[src/rtl/pd_sw_pkg.sv]
// Package: shared state type for the sleepwalk controller.
// Assumes a single controller instance per power manager.
package pd_sw_pkg;
    typedef enum logic [2:0] {
        SW_RUN  = 3'd0,   // all domains active, CPU running
        SW_STBY = 3'd1,   // standby, gated domains retained
        SW_RAMP = 3'd2,   // target domain and main regulator ramping
        SW_TASK = 3'd3,   // peripheral task running, CPU asleep
        SW_WAKE = 3'd4    // woken by interrupt, awaiting request release
    } sw_state_t;
endpackage

[src/rtl/pd_sw_trigger.sv]
// Module: decides whether the current event lines start a sleepwalk.
// The allowed sources depend on whether domain 0 is retained. The event
// must target a domain that is retained (its latched enable bit is 1).
// Assumes ev_dest is less than NUM_GATED.
module pd_sw_trigger #(
    parameter int NUM_GATED = 2,
    parameter int DEST_W    = 1
) (
    input  logic [NUM_GATED-1:0] cfg_q,
    input  logic                 ev_cmp,
    input  logic                 ev_rtc,
    input  logic                 ev_eic,
    input  logic                 eic_ulp_clk,
    input  logic                 ev_pd0_periph,
    input  logic [DEST_W-1:0]    ev_dest,
    output logic                 trig
);
    logic src_ok;
    logic dest_gated;

    // Source qualification: domain-0 peripherals count only when domain 0 is awake.
    always_comb begin
        src_ok = ev_cmp | ev_rtc | (ev_eic & eic_ulp_clk)
               | (ev_pd0_periph & ~cfg_q[0]);
    end

    // Destination check: only a retained domain needs waking.
    always_comb begin
        dest_gated = cfg_q[ev_dest];
        trig       = src_ok & dest_gated;
    end
endmodule

[src/rtl/pd_sw_fsm.sv]
// Module: sequencing state machine. It latches the gating enables at
// standby entry and the target domain at event time, then walks the
// ramp, task and return (or wake) steps.
// Assumes task_done is a one-cycle pulse; periph_irq beats it on a tie.
module pd_sw_fsm
    import pd_sw_pkg::*;
#(
    parameter int NUM_GATED = 2,
    parameter int DEST_W    = 1
) (
    input  logic                 clk,
    input  logic                 rst_n,
    input  logic                 standby_req,
    input  logic [NUM_GATED-1:0] dyn_gate_en,
    input  logic                 trig,
    input  logic [DEST_W-1:0]    ev_dest,
    input  logic                 main_reg_ready,
    input  logic                 pd_ready,
    input  logic                 task_done,
    input  logic                 periph_irq,
    output sw_state_t            state,
    output logic [NUM_GATED-1:0] cfg_q,
    output logic [DEST_W-1:0]    dom_q
);
    // State, config latch and target latch update.
    always_ff @(posedge clk) begin
        if (!rst_n) begin
            state <= SW_RUN;
            cfg_q <= '0;
            dom_q <= '0;
        end else begin
            case (state)
                SW_RUN: begin
                    if (standby_req) begin
                        state <= SW_STBY;
                        cfg_q <= dyn_gate_en;
                    end
                end
                SW_STBY: begin
                    if (trig) begin
                        state <= SW_RAMP;
                        dom_q <= ev_dest;
                    end
                end
                SW_RAMP: begin
                    if (main_reg_ready && pd_ready) state <= SW_TASK;
                end
                SW_TASK: begin
                    if (periph_irq)     state <= SW_WAKE;
                    else if (task_done) state <= SW_STBY;
                end
                SW_WAKE: begin
                    if (!standby_req) state <= SW_RUN;
                end
                default: state <= SW_RUN;
            endcase
        end
    end
endmodule

[src/rtl/pd_sw_outdec.sv]
// Module: decodes state into per-domain state, regulator select, clock
// enable and the CPU sleep flag. Domains above NUM_GATED are always retained
// in standby.
module pd_sw_outdec
    import pd_sw_pkg::*;
#(
    parameter int NUM_PD    = 3,
    parameter int NUM_GATED = 2,
    parameter int DEST_W    = 1
) (
    input  sw_state_t            state,
    input  logic [NUM_GATED-1:0] cfg_q,
    input  logic [DEST_W-1:0]    dom_q,
    output logic [NUM_PD-1:0]    pd_active,
    output logic                 main_reg_sel,
    output logic                 periph_clk_en,
    output logic                 cpu_asleep
);
    logic awake;
    logic sw_on;

    // Phase flags shared by all domain bits.
    always_comb begin
        awake         = (state == SW_RUN) || (state == SW_WAKE);
        sw_on         = (state == SW_RAMP) || (state == SW_TASK);
        main_reg_sel  = awake | sw_on;
        periph_clk_en = awake | (state == SW_TASK);
        cpu_asleep    = ~awake;
    end

    for (genvar i = 0; i < NUM_PD; i++) begin : g_dom
        if (i < NUM_GATED) begin : g_gated
            // Gated domain: active when awake, not enabled, or sleepwalking.
            always_comb begin
                pd_active[i] = awake | ~cfg_q[i]
                             | (sw_on && (dom_q == DEST_W'(i)));
            end
        end else begin : g_fixed
            // Ungated domain: active only when awake.
            always_comb pd_active[i] = awake;
        end
    end
endmodule

[src/rtl/pd_sleepwalk_ctrl.sv]
// Top: event-driven sleepwalk controller for the standby power domains.
// Assumes regulator and domain ramps are reported by the ready inputs.
module pd_sleepwalk_ctrl
    import pd_sw_pkg::*;
#(
    parameter int NUM_PD    = 3,
    parameter int NUM_GATED = 2,
    localparam int DEST_W   = (NUM_GATED > 1) ? $clog2(NUM_GATED) : 1
) (
    input  logic                 clk,
    input  logic                 rst_n,
    input  logic                 standby_req,
    input  logic [NUM_GATED-1:0] dyn_gate_en,
    input  logic                 ev_cmp,
    input  logic                 ev_rtc,
    input  logic                 ev_eic,
    input  logic                 eic_ulp_clk,
    input  logic                 ev_pd0_periph,
    input  logic [DEST_W-1:0]    ev_dest,
    input  logic                 main_reg_ready,
    input  logic                 pd_ready,
    input  logic                 task_done,
    input  logic                 periph_irq,
    output logic [NUM_PD-1:0]    pd_active,
    output logic                 main_reg_sel,
    output logic                 periph_clk_en,
    output logic                 cpu_asleep
);
    sw_state_t            state;
    logic [NUM_GATED-1:0] cfg_q;
    logic [DEST_W-1:0]    dom_q;
    logic                 trig;

    pd_sw_trigger #(.NUM_GATED(NUM_GATED), .DEST_W(DEST_W)) u_trig (
        .cfg_q(cfg_q), .ev_cmp(ev_cmp), .ev_rtc(ev_rtc), .ev_eic(ev_eic),
        .eic_ulp_clk(eic_ulp_clk), .ev_pd0_periph(ev_pd0_periph),
        .ev_dest(ev_dest), .trig(trig)
    );

    pd_sw_fsm #(.NUM_GATED(NUM_GATED), .DEST_W(DEST_W)) u_fsm (
        .clk(clk), .rst_n(rst_n), .standby_req(standby_req),
        .dyn_gate_en(dyn_gate_en), .trig(trig), .ev_dest(ev_dest),
        .main_reg_ready(main_reg_ready), .pd_ready(pd_ready),
        .task_done(task_done), .periph_irq(periph_irq),
        .state(state), .cfg_q(cfg_q), .dom_q(dom_q)
    );

    pd_sw_outdec #(.NUM_PD(NUM_PD), .NUM_GATED(NUM_GATED), .DEST_W(DEST_W)) u_dec (
        .state(state), .cfg_q(cfg_q), .dom_q(dom_q), .pd_active(pd_active),
        .main_reg_sel(main_reg_sel), .periph_clk_en(periph_clk_en),
        .cpu_asleep(cpu_asleep)
    );
endmodule

[config.mk]
export PLATFORM = sky130hd
export DESIGN_NAME = pd_sleepwalk_ctrl
export DESIGN_NICKNAME = d
export VERILOG_FILES = /design/src/rtl/pd_sw_pkg.sv /design/src/rtl/pd_sw_trigger.sv /design/src/rtl/pd_sw_fsm.sv /design/src/rtl/pd_sw_outdec.sv /design/src/rtl/pd_sleepwalk_ctrl.sv
export SDC_FILE = /design/constraint.sdc
export NUM_CORES = 1
export LEC_CHECK = 0
export BUFFER_PORTS_ARGS = -buffer_cell sky130_fd_sc_hd__buf_2
export CAP_MARGIN = 20
export CELL_PAD_IN_SITES_DETAIL_PLACEMENT = 0
export CELL_PAD_IN_SITES_GLOBAL_PLACEMENT = 1
export CORE_UTILIZATION = 28
export CTS_CLUSTER_SIZE = 20
export DETAILED_ROUTE_END_ITERATION = 6
export HOLD_SLACK_MARGIN = 0.05
export PLACE_DENSITY = 0.77
export SLEW_MARGIN = 15
export SYNTH_ARGS = -nofsm -noshare
export SYNTH_HDL_FRONTEND = slang
export SYNTH_HIERARCHICAL = 1
export SYNTH_SLANG_ARGS = --single-unit
[constraint.sdc]
create_clock -name clk -period 1.5 [get_ports clk]
set_input_delay 0.3 -clock clk [delete_from_list [all_inputs] [get_ports clk]]
set_output_delay 0.3 -clock clk [all_outputs]
set_load 0.05 [all_outputs]
# [After elaboration in Yosys (flattened, before gate mapping)]
# Cells that the tools add are included.
[word_totals] out_inout_bits=6 inputBits=15 regBits=6
[classes] order_cmp=1 reduce_logical=9 eq_ne=9 mux=9 bitwise=16
[ops] op="3-bit two-way mux" n=6
[ops] op="3-bit case mux with 5 select lines" n=1
[ops] op="1-bit bitwise OR" n=9
[ops] op="2-bit != test, second input constant" n=4
[ops] op="3-bit by 2-bit == test with 1-bit output, second input constant" n=2
[ops] op="5-bit AND reduction" n=1
[ops] op="1-bit NOT" n=4
[ops] op="2-bit AND reduction" n=2
[ops] op="1-bit bitwise AND" n=3
[ops] op="3-bit by 1-bit == test with 1-bit output, second input constant" n=1
[ops] op="3-bit == test, second input constant" n=1
[ops] op="1-bit logical AND" n=3
[ops] op="3-bit zero test" n=1
[ops] op="3-bit != test, second input constant" n=1
[ops] op="1-bit logical OR" n=2
[ops] op="1-bit by 2-bit < comparator with 1-bit output, second input constant" n=1
[ops] op="1-bit two-way mux" n=2

# [Logic depth before layout (Yosys ltp)]
# Gate-level depths: netlist (run 1).
[logic_depth] depth_word=6 ltp_mapped=5

# [Modules after synthesis]
# The synthesis (run 1) kept the hierarchy.
[by_module_without_submodules] module="pd_sw_fsm" n_inst=1 cells_per_inst=28 seq_area_each_um2=120.1 area_per_inst_um2=291.5
[by_module_without_submodules] module="pd_sw_outdec" n_inst=1 cells_per_inst=10 seq_area_each_um2=0.0 area_per_inst_um2=61.3
[by_module_without_submodules] module="pd_sw_trigger" n_inst=1 cells_per_inst=4 seq_area_each_um2=0.0 area_per_inst_um2=33.8

# [Least setup slack after synthesis (run 1)]
# OpenSTA, ideal clock, no wires.
[synth_timing] kind="reg2out" startpoint="reg u_fsm.state[0]" endpoint="out periph_clk_en" arrival_time_ns=1.650 path_buffers=0 path_stages_with_launch=3 path_slack_ns=-0.450 path_cell_list="dfxtp_1 -> inv_1 -> o21ai_0"
[synth_between] elab_chain_cells=3 word_cells_on_any_way=5
[synth_rtl] item="start: declaration" line="pd_sw_fsm.sv:21" rtl="output sw_state_t state,"
[synth_rtl] item="start signal: assignment" line="pd_sw_fsm.sv:28" rtl="state <= SW_RUN;"
[synth_rtl] item="start signal: assignment" line="pd_sw_fsm.sv:35" rtl="state <= SW_STBY;"
[synth_rtl] item="start signal: assignment" line="pd_sw_fsm.sv:41" rtl="state <= SW_RAMP;"
[synth_rtl] item="3-bit == test or 3-bit zero test (tied branches)" line="pd_sw_outdec.sv:24" rtl="awake = (state == SW_RUN) || (state == SW_WAKE);"
[synth_rtl] item="1-bit logical OR" line="pd_sw_outdec.sv:24"
[synth_rtl] item="1-bit bitwise OR *" line="pd_sw_outdec.sv:27" rtl="periph_clk_en = awake | (state == SW_TASK);"
[synth_rtl] item="end: declaration" line="pd_sleepwalk_ctrl.sv:26" rtl="output logic periph_clk_en,"
# Every way passes the cells marked *; elsewhere a longest branch is shown, timed or not.

# [Worst setup path after layout (run 1)]
[layout_timing] startpoint="reg u_fsm.state[2]" endpoint="out pd_active[0]"
[layout_between] elab_chain_cells=4 word_cells_on_any_way=9
[layout_rtl] item="3-bit == test, or another cell as far along" line="pd_sw_outdec.sv:24"
[layout_rtl] item="1-bit logical OR, on equally long branches" line="pd_sw_outdec.sv:24, pd_sw_outdec.sv:25"
[layout_rtl] item="1-bit bitwise OR or 1-bit logical AND (tied branches)" line="pd_sw_outdec.sv:35, pd_sw_outdec.sv:36"
[layout_rtl] item="1-bit bitwise OR *" line="pd_sw_outdec.sv:36" rtl="| (sw_on && (dom_q == DEST_W'(i)));"
[layout_rtl] item="end: declaration" line="pd_sleepwalk_ctrl.sv:24" rtl="output logic [NUM_PD-1:0] pd_active,"
# Marks and branches as above.

==> report_table.html, run 1 <==
<table>
<tr><th>Metric</th><th>Value</th></tr>
<tr><th colspan="2">Min path</th></tr>
<tr><td>Class of the most critical hold timing path</td><td>primary input to register</td></tr>
<tr><td>Hold path cells</td><td>3</td></tr>
<tr><th colspan="2">Final layout</th></tr>
<tr><td>Final Cell Area</td><td>541 um2</td></tr>
<tr><td>Final #Nets</td><td>81</td></tr>
<tr><td>Fraction of final layout cells with drive strength greater than 1</td><td>a little over half</td></tr>
<tr><td>Count of inserted antenna diode cells</td><td>0</td></tr>
<tr><td>Area Overhead vs Synth</td><td>39.8%</td></tr>
<tr><th colspan="2">Route</th></tr>
<tr><td>Via count</td><td>~380</td></tr>
<tr><td>Routed WL per cell</td><td>about 11 um</td></tr>
<tr><td>Violation count after the first detailed-route iteration</td><td>1</td></tr>
<tr><td>Count of nets left with antenna violations after detail routing</td><td>0</td></tr>
<tr><td>Drt total wl</td><td>837 um</td></tr>
<tr><td>Iteration count of the initial detailed-routing pass</td><td>2</td></tr>
<tr><td>Remaining design rule violation count</td><td>0</td></tr>
<tr><td>Routed vias/inst</td><td>4.84</td></tr>
<tr><th colspan="2">Critical path</th></tr>
<tr><td>Startpoint type of the worst setup path</td><td>register</td></tr>
<tr><td>FF-to-FF path depth</td><td>5</td></tr>
<tr><td>Max Fanout on Critical Path</td><td>8</td></tr>
<tr><td>Worst path buffer plus inverter count</td><td>1</td></tr>
<tr><td>Max stage delay on crit path</td><td>360 ps</td></tr>
<tr><td>Worst path required time</td><td>around 1200 ps</td></tr>
<tr><td>Critical path start-end classification</td><td>register to output pin</td></tr>
<tr><td>Endpoint kind of the worst setup timing path</td><td>output pin</td></tr>
<tr><td>Count of cell instances traversed by the critical path</td><td>3</td></tr>
<tr><td>Slowest-stage cell, CP</td><td>sky130_fd_sc_hd__dfxtp_2</td></tr>
<tr><td>Crit path max-delay family</td><td>flip-flops</td></tr>
<tr><td>Critical path data arrival time</td><td>~1100 ps</td></tr>
<tr><td>Critical-path cell list</td><td>nand2b_4 -&gt; o211ai_1 -&gt; buf_4</td></tr>
<tr><th colspan="2">Job</th></tr>
<tr><td>Number of max-cap violations</td><td>0</td></tr>
<tr><th colspan="2">Clock network</th></tr>
<tr><td>Setup fix buffers added after clock tree synthesis</td><td>0</td></tr>
<tr><td>Total CTS buffers</td><td>3</td></tr>
<tr><td>Clock latency on the worst-skew pair</td><td>around 230 ps</td></tr>
<tr><td>Cell at the root of the clock tree</td><td>sky130_fd_sc_hd__clkbuf_4</td></tr>
<tr><td>CTS sink cnt</td><td>6</td></tr>
<tr><td>Maximum level of the CTS H-tree</td><td>1</td></tr>
<tr><td>Number of buffers on the longest clock path</td><td>2</td></tr>
<tr><td>Clock transition at the register clock pins on the worst setup and hold paths after CTS</td><td>about 40 ps</td></tr>
<tr><td>TritonCTS clock tree</td><td>built</td></tr>
<tr><th colspan="2">Placement</th></tr>
<tr><td>Dpl hpwl</td><td>638 um</td></tr>
<tr><td>Standard cell area after detailed placement</td><td>~500 um2</td></tr>
<tr><td>RePlAce Congestion</td><td>between 0.6 and 0.7</td></tr>
<tr><td>Count of buffers from port buffering</td><td>20</td></tr>
<tr><th colspan="2">Yosys</th></tr>
<tr><td>Seq/Total Area, Yosys</td><td>a little under a third</td></tr>
<tr><td>Synth area leader</td><td>sky130_fd_sc_hd__dfxtp_1</td></tr>
<tr><td>Synthesized netlist net count</td><td>57</td></tr>
<tr><td>Number of flops mapped to enable cells by yosys</td><td>0</td></tr>
<tr><td>Number of different library cells in the post-synthesis netlist</td><td>25</td></tr>
<tr><td>Most frequent cells after synthesis</td><td>sky130_fd_sc_hd__dfxtp_1, sky130_fd_sc_hd__a21oi_1, sky130_fd_sc_hd__inv_1, sky130_fd_sc_hd__mux2i_1, sky130_fd_sc_hd__o21ai_0</td></tr>
<tr><td>Largest cells by area after synthesis</td><td>sky130_fd_sc_hd__dfxtp_1, sky130_fd_sc_hd__mux2i_1, sky130_fd_sc_hd__a21oi_1</td></tr>
<tr><td>Post-synthesis async set-or-reset flop share</td><td>0%</td></tr>
<tr><td>Post-Synthesis Mean Instance Area</td><td>9.21 um2</td></tr>
<tr><td>Count of mapped cells out of synthesis</td><td>42</td></tr>
<tr><td>Post-synth top area share</td><td>a little under a third</td></tr>
<tr><td>Most instantiated flip-flop cell in the synthesis netlist</td><td>sky130_fd_sc_hd__dfxtp_1</td></tr>
<tr><td>Cell Area, Synth</td><td>slightly below 400 um2</td></tr>
<tr><td>Most numerous cell in the Yosys netlist</td><td>sky130_fd_sc_hd__dfxtp_1</td></tr>
<tr><td>Number of register bits inferred by synthesis</td><td>6</td></tr>
<tr><td>Synthesis warning total</td><td>6</td></tr>
<tr><th colspan="2">STA</th></tr>
<tr><td>Final Max Tran Viols</td><td>0</td></tr>
<tr><td>Worst slew margin relative to its limit</td><td>roughly 76%</td></tr>
<tr><td>Time the final worst path needs with I/O delays and setup</td><td>between 1000 and 1500 ps</td></tr>
<tr><td>Hold Fails Final Rpt</td><td>0</td></tr>
<tr><td>Final clock period utilization by the worst path</td><td>a little over nine tenths</td></tr>
<tr><td>Highest Clock Rate</td><td>between 0.6 and 0.7 GHz</td></tr>
<tr><td>Worst Hold Margin</td><td>~280 ps</td></tr>
<tr><td>Clock Skew</td><td>0.964 ps</td></tr>
<tr><td>Worst-margin pin slew</td><td>352 ps</td></tr>
<tr><td>Unrepaired setup endpoints after global routing</td><td>false</td></tr>
<tr><td>Finish-stage setup viols</td><td>0</td></tr>
<tr><th colspan="2">Die</th></tr>
<tr><td>Standard-cell row count</td><td>13</td></tr>
<tr><td>Top Ports</td><td>21</td></tr>
<tr><td>Effective utilization at floorplan</td><td>between 30% and 40%</td></tr>
<tr><td>Core footprint</td><td>approximately 0.0013 mm2</td></tr>
<tr><td>Vertical extent of the die</td><td>39.2 um</td></tr>
<tr><td>Die Footprint</td><td>roughly 0.0015 mm2</td></tr>
<tr><td>Width of the die</td><td>about 39 um</td></tr>
<tr><th colspan="2">Global route</th></tr>
<tr><td>Largest net degree at the start of global routing</td><td>12</td></tr>
<tr><td>Number of antenna violations at the first check in global routing</td><td>0</td></tr>
<tr><td>Gr usage total</td><td>11.3%</td></tr>
<tr><td>First-pass GRT wire length</td><td>between 1000 and 1500 um</td></tr>
<tr><td>Total gr overflow</td><td>0</td></tr>
<tr><td>Vias in the first global route</td><td>~260</td></tr>
<tr><th colspan="2">Pwr</th></tr>
<tr><td>Leak Pwr</td><td>about 0.00023 uW</td></tr>
<tr><td>PwrDens</td><td>a little under 900 mW/mm2</td></tr>
<tr><td>IR drop worst, VDD</td><td>0.326 mV</td></tr>
<tr><th colspan="2">Run status</th></tr>
<tr><td>Status</td><td>complete, no violations</td></tr>
</table>
where the power goes:
part	internal (uW)	switching, uW	leakage, uW	total (uW)
clock	90.0	50.3	0.0000138	140
sequential	168	14.1	0.0000505	182
combinational	55.5	89.3	0.000165	145
total	314	154	0.000230	467
worst reg2reg max path: cells and delay by family, from the launching register on:
kind            cells  cell delay (ps)
simple gates        3              460
mux                 1              190
compound gates      1              220
flops               1              320
repair_timing:
action | in CTS | in global routing
hold buffers | 0 | 0
gates resized for setup | 3 | 3
endpoints found under the setup margin | 3 | 4
cells by family after synthesis:
logic type | synth area share, %
AO/OA/AOI/OAI | 23.6
AND/OR/NAND/NOR | 24.9
flip-flops | 31.1
buffers and inverters | 8.74
multiplexers | 11.6
metal layers:
metal,up-vias,share of wire (%),GRT usage [%]
li1,203,-,-
met1,167,52,16.6
met2,12,44,14.6
met3,0,3.6,3.47
met4,0,0,5.17
met5,-,0,0
worst paths after layout:
path / startpoint / end / slack, ps
worst max-delay path: u_fsm/state[2]$_SDFFE_PN0P_ / pd_active[0] / 60
worst min-delay path: dyn_gate_en[1] / u_fsm/cfg_q[1]$_SDFFE_PN0P_ / 280
worst max register to register: u_fsm/cfg_q[0]$_SDFFE_PN0P_ / u_fsm/dom_q$_SDFFE_PN0P_ / 180
worst min register to register: u_fsm/cfg_q[0]$_SDFFE_PN0P_ / u_fsm/cfg_q[0]$_SDFFE_PN0P_ / 490
state kept, by name (all words and copies together) (netlist names):
register and count:
u_fsm/dom_q 1, u_fsm/cfg_q 2, u_fsm/state 3
stage by stage:
step	total power [uW]	setup TNS (ps)	util (%)	setup slack (ps)	std cells
finish	467	0	42.1	64.0	79
global route	494	0	42.1	6.16	79
CTS	471	0	41.6	0.646	79
detailed placement	326	0	39.2	24.5	76
global placement	325	0	39.2	80.4	76
floorplan	286	-271	-	-80.1	42
final cells by class:
type / instances / area (um2)
multi-input cells: 30 / 240
repair buffers: 21 / 118
inverters: 4 / 15.0
fillers: 145 / 744
well taps: 15 / 18.8
clock buffers: 3 / 22.5
flip-flops and latches: 6 / 126
layout by cell type (no fill, tap or decap):
master / count
sky130_fd_sc_hd__nor2_2: 1
sky130_fd_sc_hd__and4bb_2: 1
sky130_fd_sc_hd__nand4b_1: 1
sky130_fd_sc_hd__nor2_1: 1
sky130_fd_sc_hd__dfxtp_4: 1
sky130_fd_sc_hd__nand3b_1: 1
sky130_fd_sc_hd__nand2b_1: 1
sky130_fd_sc_hd__clkbuf_4: 4
sky130_fd_sc_hd__mux2_4: 1
sky130_fd_sc_hd__o211a_1: 1
sky130_fd_sc_hd__nand3_1: 2
sky130_fd_sc_hd__buf_2: 16
sky130_fd_sc_hd__inv_1: 3
sky130_fd_sc_hd__a311oi_1: 1
sky130_fd_sc_hd__nor4_1: 1
sky130_fd_sc_hd__a2111oi_2: 1
sky130_fd_sc_hd__nor4b_2: 1
sky130_fd_sc_hd__buf_4: 4
sky130_fd_sc_hd__o21ai_1: 1
sky130_fd_sc_hd__o21ai_0: 2
sky130_fd_sc_hd__nand2b_4: 1
sky130_fd_sc_hd__dfxtp_1: 3
sky130_fd_sc_hd__mux2i_1: 3
sky130_fd_sc_hd__a21oi_1: 3
sky130_fd_sc_hd__dfxtp_2: 2
sky130_fd_sc_hd__o211ai_1: 2
sky130_fd_sc_hd__nand2_1: 2
sky130_fd_sc_hd__nor2b_1: 1
sky130_fd_sc_hd__a211oi_2: 1
sky130_fd_sc_hd__inv_2: 1
No activity file was read; power rests on OpenSTA's default activity.
==> run 2: changes to the inputs <==
CORE_MARGIN = 3   (was unset)
==> report_table.html, run 2 (synthesis gave the netlist of run 1 again) <==
<table>
<tr><th>Metric</th><th>Value</th></tr>
<tr><th colspan="2">Placement</th></tr>
<tr><td>Worst-case setup slack after placement</td><td>56.3 ps (+31.8 ps)</td></tr>
<tr><td>Dpl hpwl</td><td>688 um (+7.9%)</td></tr>
<tr><td>RePlAce Congestion</td><td>0.673 (-1.9%)</td></tr>
<tr><td>Count of buffers from port buffering</td><td>20 (unchanged)</td></tr>
<tr><th colspan="2">Route</th></tr>
<tr><td>Routed vias/inst</td><td>4.90 (+1.4%)</td></tr>
<tr><td>Iteration count of the initial detailed-routing pass</td><td>2 (unchanged)</td></tr>
<tr><td>Drt total wl</td><td>917 um (+9.6%)</td></tr>
<tr><td>Remaining design rule violation count</td><td>0 (unchanged)</td></tr>
<tr><td>Via count</td><td>402 (+5.2%)</td></tr>
<tr><td>Count of nets left with antenna violations after detail routing</td><td>0 (unchanged)</td></tr>
<tr><td>Routed WL per cell</td><td>11.2 um (+5.5%)</td></tr>
<tr><td>Violation count after the first detailed-route iteration</td><td>1 (unchanged)</td></tr>
<tr><th colspan="2">STA</th></tr>
<tr><td>Worst-margin pin slew</td><td>385 ps (+33.9 ps)</td></tr>
<tr><td>Worst-case setup margin in the final layout</td><td>58.0 ps (-6.08 ps)</td></tr>
<tr><td>Clock Skew</td><td>4.72 ps (+3.75 ps)</td></tr>
<tr><td>Highest Clock Rate</td><td>0.693 GHz (-0.42%)</td></tr>
<tr><td>Time the final worst path needs with I/O delays and setup</td><td>1440 ps (+6.08 ps)</td></tr>
<tr><td>Final clock period utilization by the worst path</td><td>96.1% (+0.41 points)</td></tr>
<tr><td>Worst slew margin relative to its limit</td><td>74.1% (-2.3 points)</td></tr>
<tr><td>Final Max Tran Viols</td><td>0 (unchanged)</td></tr>
<tr><td>Finish-stage setup viols</td><td>0 (unchanged)</td></tr>
<tr><td>Hold Fails Final Rpt</td><td>0 (unchanged)</td></tr>
<tr><th colspan="2">Final layout</th></tr>
<tr><td>Most common cell after layout, fill and taps aside</td><td>sky130_fd_sc_hd__buf_2</td></tr>
<tr><td>Flip-flop count of the largest register after layout</td><td>3 (unchanged)</td></tr>
<tr><td>Final #Nets</td><td>85 (+4.9%)</td></tr>
<tr><td>Area Overhead vs Synth</td><td>49.2%</td></tr>
<tr><td>Commonest non-fill, non-tap cells in the layout</td><td>sky130_fd_sc_hd__buf_2, sky130_fd_sc_hd__buf_4, sky130_fd_sc_hd__clkbuf_4</td></tr>
<tr><td>Biggest register</td><td>u_fsm/state</td></tr>
<tr><td>Number of fill cells in the layout</td><td>137 (-5.5%)</td></tr>
<tr><td>Fraction of final layout cells with drive strength greater than 1</td><td>57.4% (+2.7 points)</td></tr>
<tr><td>Count of inserted antenna diode cells</td><td>0 (unchanged)</td></tr>
<tr><td>Largest registers ranked by flip-flop count</td><td>u_fsm/state (3), u_fsm/cfg_q (2), u_fsm/dom_q (1)</td></tr>
<tr><th colspan="2">Critical path</th></tr>
<tr><td>Startpoint type of the worst setup path</td><td>register</td></tr>
<tr><td>Critical path launch point</td><td>u_fsm/state[2]$_SDFFE_PN0P_</td></tr>
<tr><td>FF-to-FF path depth</td><td>4 (-1)</td></tr>
<tr><td>Endpoint kind of the worst setup timing path</td><td>output pin</td></tr>
<tr><td>Critical path start-end classification</td><td>register to output pin</td></tr>
<tr><td>Max Fanout on Critical Path</td><td>6 (-2)</td></tr>
<tr><td>Worst path required time</td><td>1200 ps (about the same)</td></tr>
<tr><td>Critical path data arrival time</td><td>1140 ps (about the same)</td></tr>
<tr><td>Reg-to-reg critical path startpoint</td><td>u_fsm/cfg_q[0]$_SDFFE_PN0P_</td></tr>
<tr><th colspan="2">Clock network</th></tr>
<tr><td>Number of buffers inserted by hold repair at cts</td><td>0 (unchanged)</td></tr>
<tr><td>Cell at the root of the clock tree</td><td>sky130_fd_sc_hd__clkbuf_4</td></tr>
<tr><td>Total CTS buffers</td><td>3 (unchanged)</td></tr>
<tr><td>Clock transition at the register clock pins on the worst setup and hold paths after CTS</td><td>50 ps (about the same)</td></tr>
<tr><td>TritonCTS clock tree</td><td>built</td></tr>
<tr><td>Maximum level of the CTS H-tree</td><td>1 (unchanged)</td></tr>
<tr><td>CTS sink cnt</td><td>6 (unchanged)</td></tr>
<tr><td>Number of buffers on the longest clock path</td><td>2 (unchanged)</td></tr>
<tr><td>Clock latency on the worst-skew pair</td><td>250 ps (+20 ps)</td></tr>
<tr><th colspan="2">Die</th></tr>
<tr><td>Effective utilization at floorplan</td><td>32.2% (+2.1 points)</td></tr>
<tr><td>Top Ports</td><td>21 (unchanged)</td></tr>
<tr><td>Standard-cell row count</td><td>12 (-1)</td></tr>
<tr><td>Core footprint</td><td>0.00120 mm2 (-6.5%)</td></tr>
<tr><td>Vertical extent of the die</td><td>43.2 um (+10%)</td></tr>
<tr><td>Width of the die</td><td>43.2 um (+10%)</td></tr>
<tr><td>Die Footprint</td><td>0.00186 mm2 (+21%)</td></tr>
<tr><th colspan="2">Global route</th></tr>
<tr><td>Largest net degree at the start of global routing</td><td>12 (unchanged)</td></tr>
<tr><td>Number of antenna violations at the first check in global routing</td><td>0 (unchanged)</td></tr>
<tr><td>Vias in the first global route</td><td>321 (+23%)</td></tr>
<tr><td>Gr usage total</td><td>10.1% (-1.3 points)</td></tr>
<tr><td>First-pass GRT wire length</td><td>1350 um (+17%)</td></tr>
<tr><td>Total gr overflow</td><td>0 (unchanged)</td></tr>
<tr><th colspan="2">Min path</th></tr>
<tr><td>Critical hold path startpoint</td><td>dyn_gate_en[0]</td></tr>
<tr><td>Class of the most critical hold timing path</td><td>primary input to register</td></tr>
<tr><td>Hold path cells</td><td>3 (unchanged)</td></tr>
<tr><th colspan="2">Run status</th></tr>
<tr><td>Status</td><td>complete, no violations</td></tr>
<tr><th colspan="2">Pwr</th></tr>
<tr><td>PwrDens</td><td>842 mW/mm2 (-2.6%)</td></tr>
<tr><td>Leak Pwr</td><td>0.000254 uW (+10%)</td></tr>
<tr><td>IR drop worst, VDD</td><td>0.521 mV (+60%)</td></tr>
<tr><td>Total design power</td><td>485 uW (+3.9%)</td></tr>
<tr><th colspan="2">Job</th></tr>
<tr><td>Number of max-cap violations</td><td>0 (unchanged)</td></tr>
</table>
run 2: cell count changes in the layout (fill, tap and decap cells not counted), sizes merged:
cell	before	now
buf	20	24
run 2: path summary, 6_finish.rpt:
kind	end	slack, ps
worst min-delay path	u_fsm/cfg_q[0]$_SDFFE_PN0P_	270
worst min register to register	u_fsm/state[1]$_SDFFE_PN0P_	460
worst max-delay path	pd_active[1]	60
worst max register to register	u_fsm/state[0]$_SDFFE_PN0P_	180
run 2: layout make-up:
class	instances	area (um2)	share of cell area (%)
Clock buffer	3	22.5	3.90
Inverter	4	15.0	2.60
Multi-Input combinational cell	30	245	42.5
Sequential cell	6	129	22.3
Tap cell	14	17.5	3.04
Timing Repair Buffer	25	148	25.6
run 2: through the flow:
step	util (%)	instance area [um2]	hold WS [ps]	TNS (ps)	cells
CTS	44.6	536	264	0	78
floorplan	-	397	430	-271	42
finish	48.0	577	265	0	82
global route	48.0	577	271	-21.7	82
detailed placement	41.9	503	488	0	75
global placement	41.9	503	487	0	75
run 2: report_power, final:
part / switching [uW] / internal (uW)
logic: 91.7 / 58.8
registers: 13.8 / 166
clock network: 64.0 / 90.9
run 2: timing repair:
item / in CTS / in global routing
buffers inserted: 0 / 4
resized for setup: 4 / 4
endpoints found under the setup margin: 4 / 3
pin swaps: 0 / 2
run 2: worst max-delay path, stage by stage (launching register included):
cell and delay, ps:
sky130_fd_sc_hd__dfxtp_4 360, sky130_fd_sc_hd__nand2b_4 140, sky130_fd_sc_hd__o211ai_1 170, sky130_fd_sc_hd__buf_4 220
run 2: metal layers:
| metal | track usage, % | share of wire, % |
|---|---|---|
| met3 | 5.08 | 9.4 |
| met1 | 12.7 | 45 |
| met5 | 0 | 0 |
| met2 | 12.7 | 41 |
| met4 | 7.23 | 3.7 |
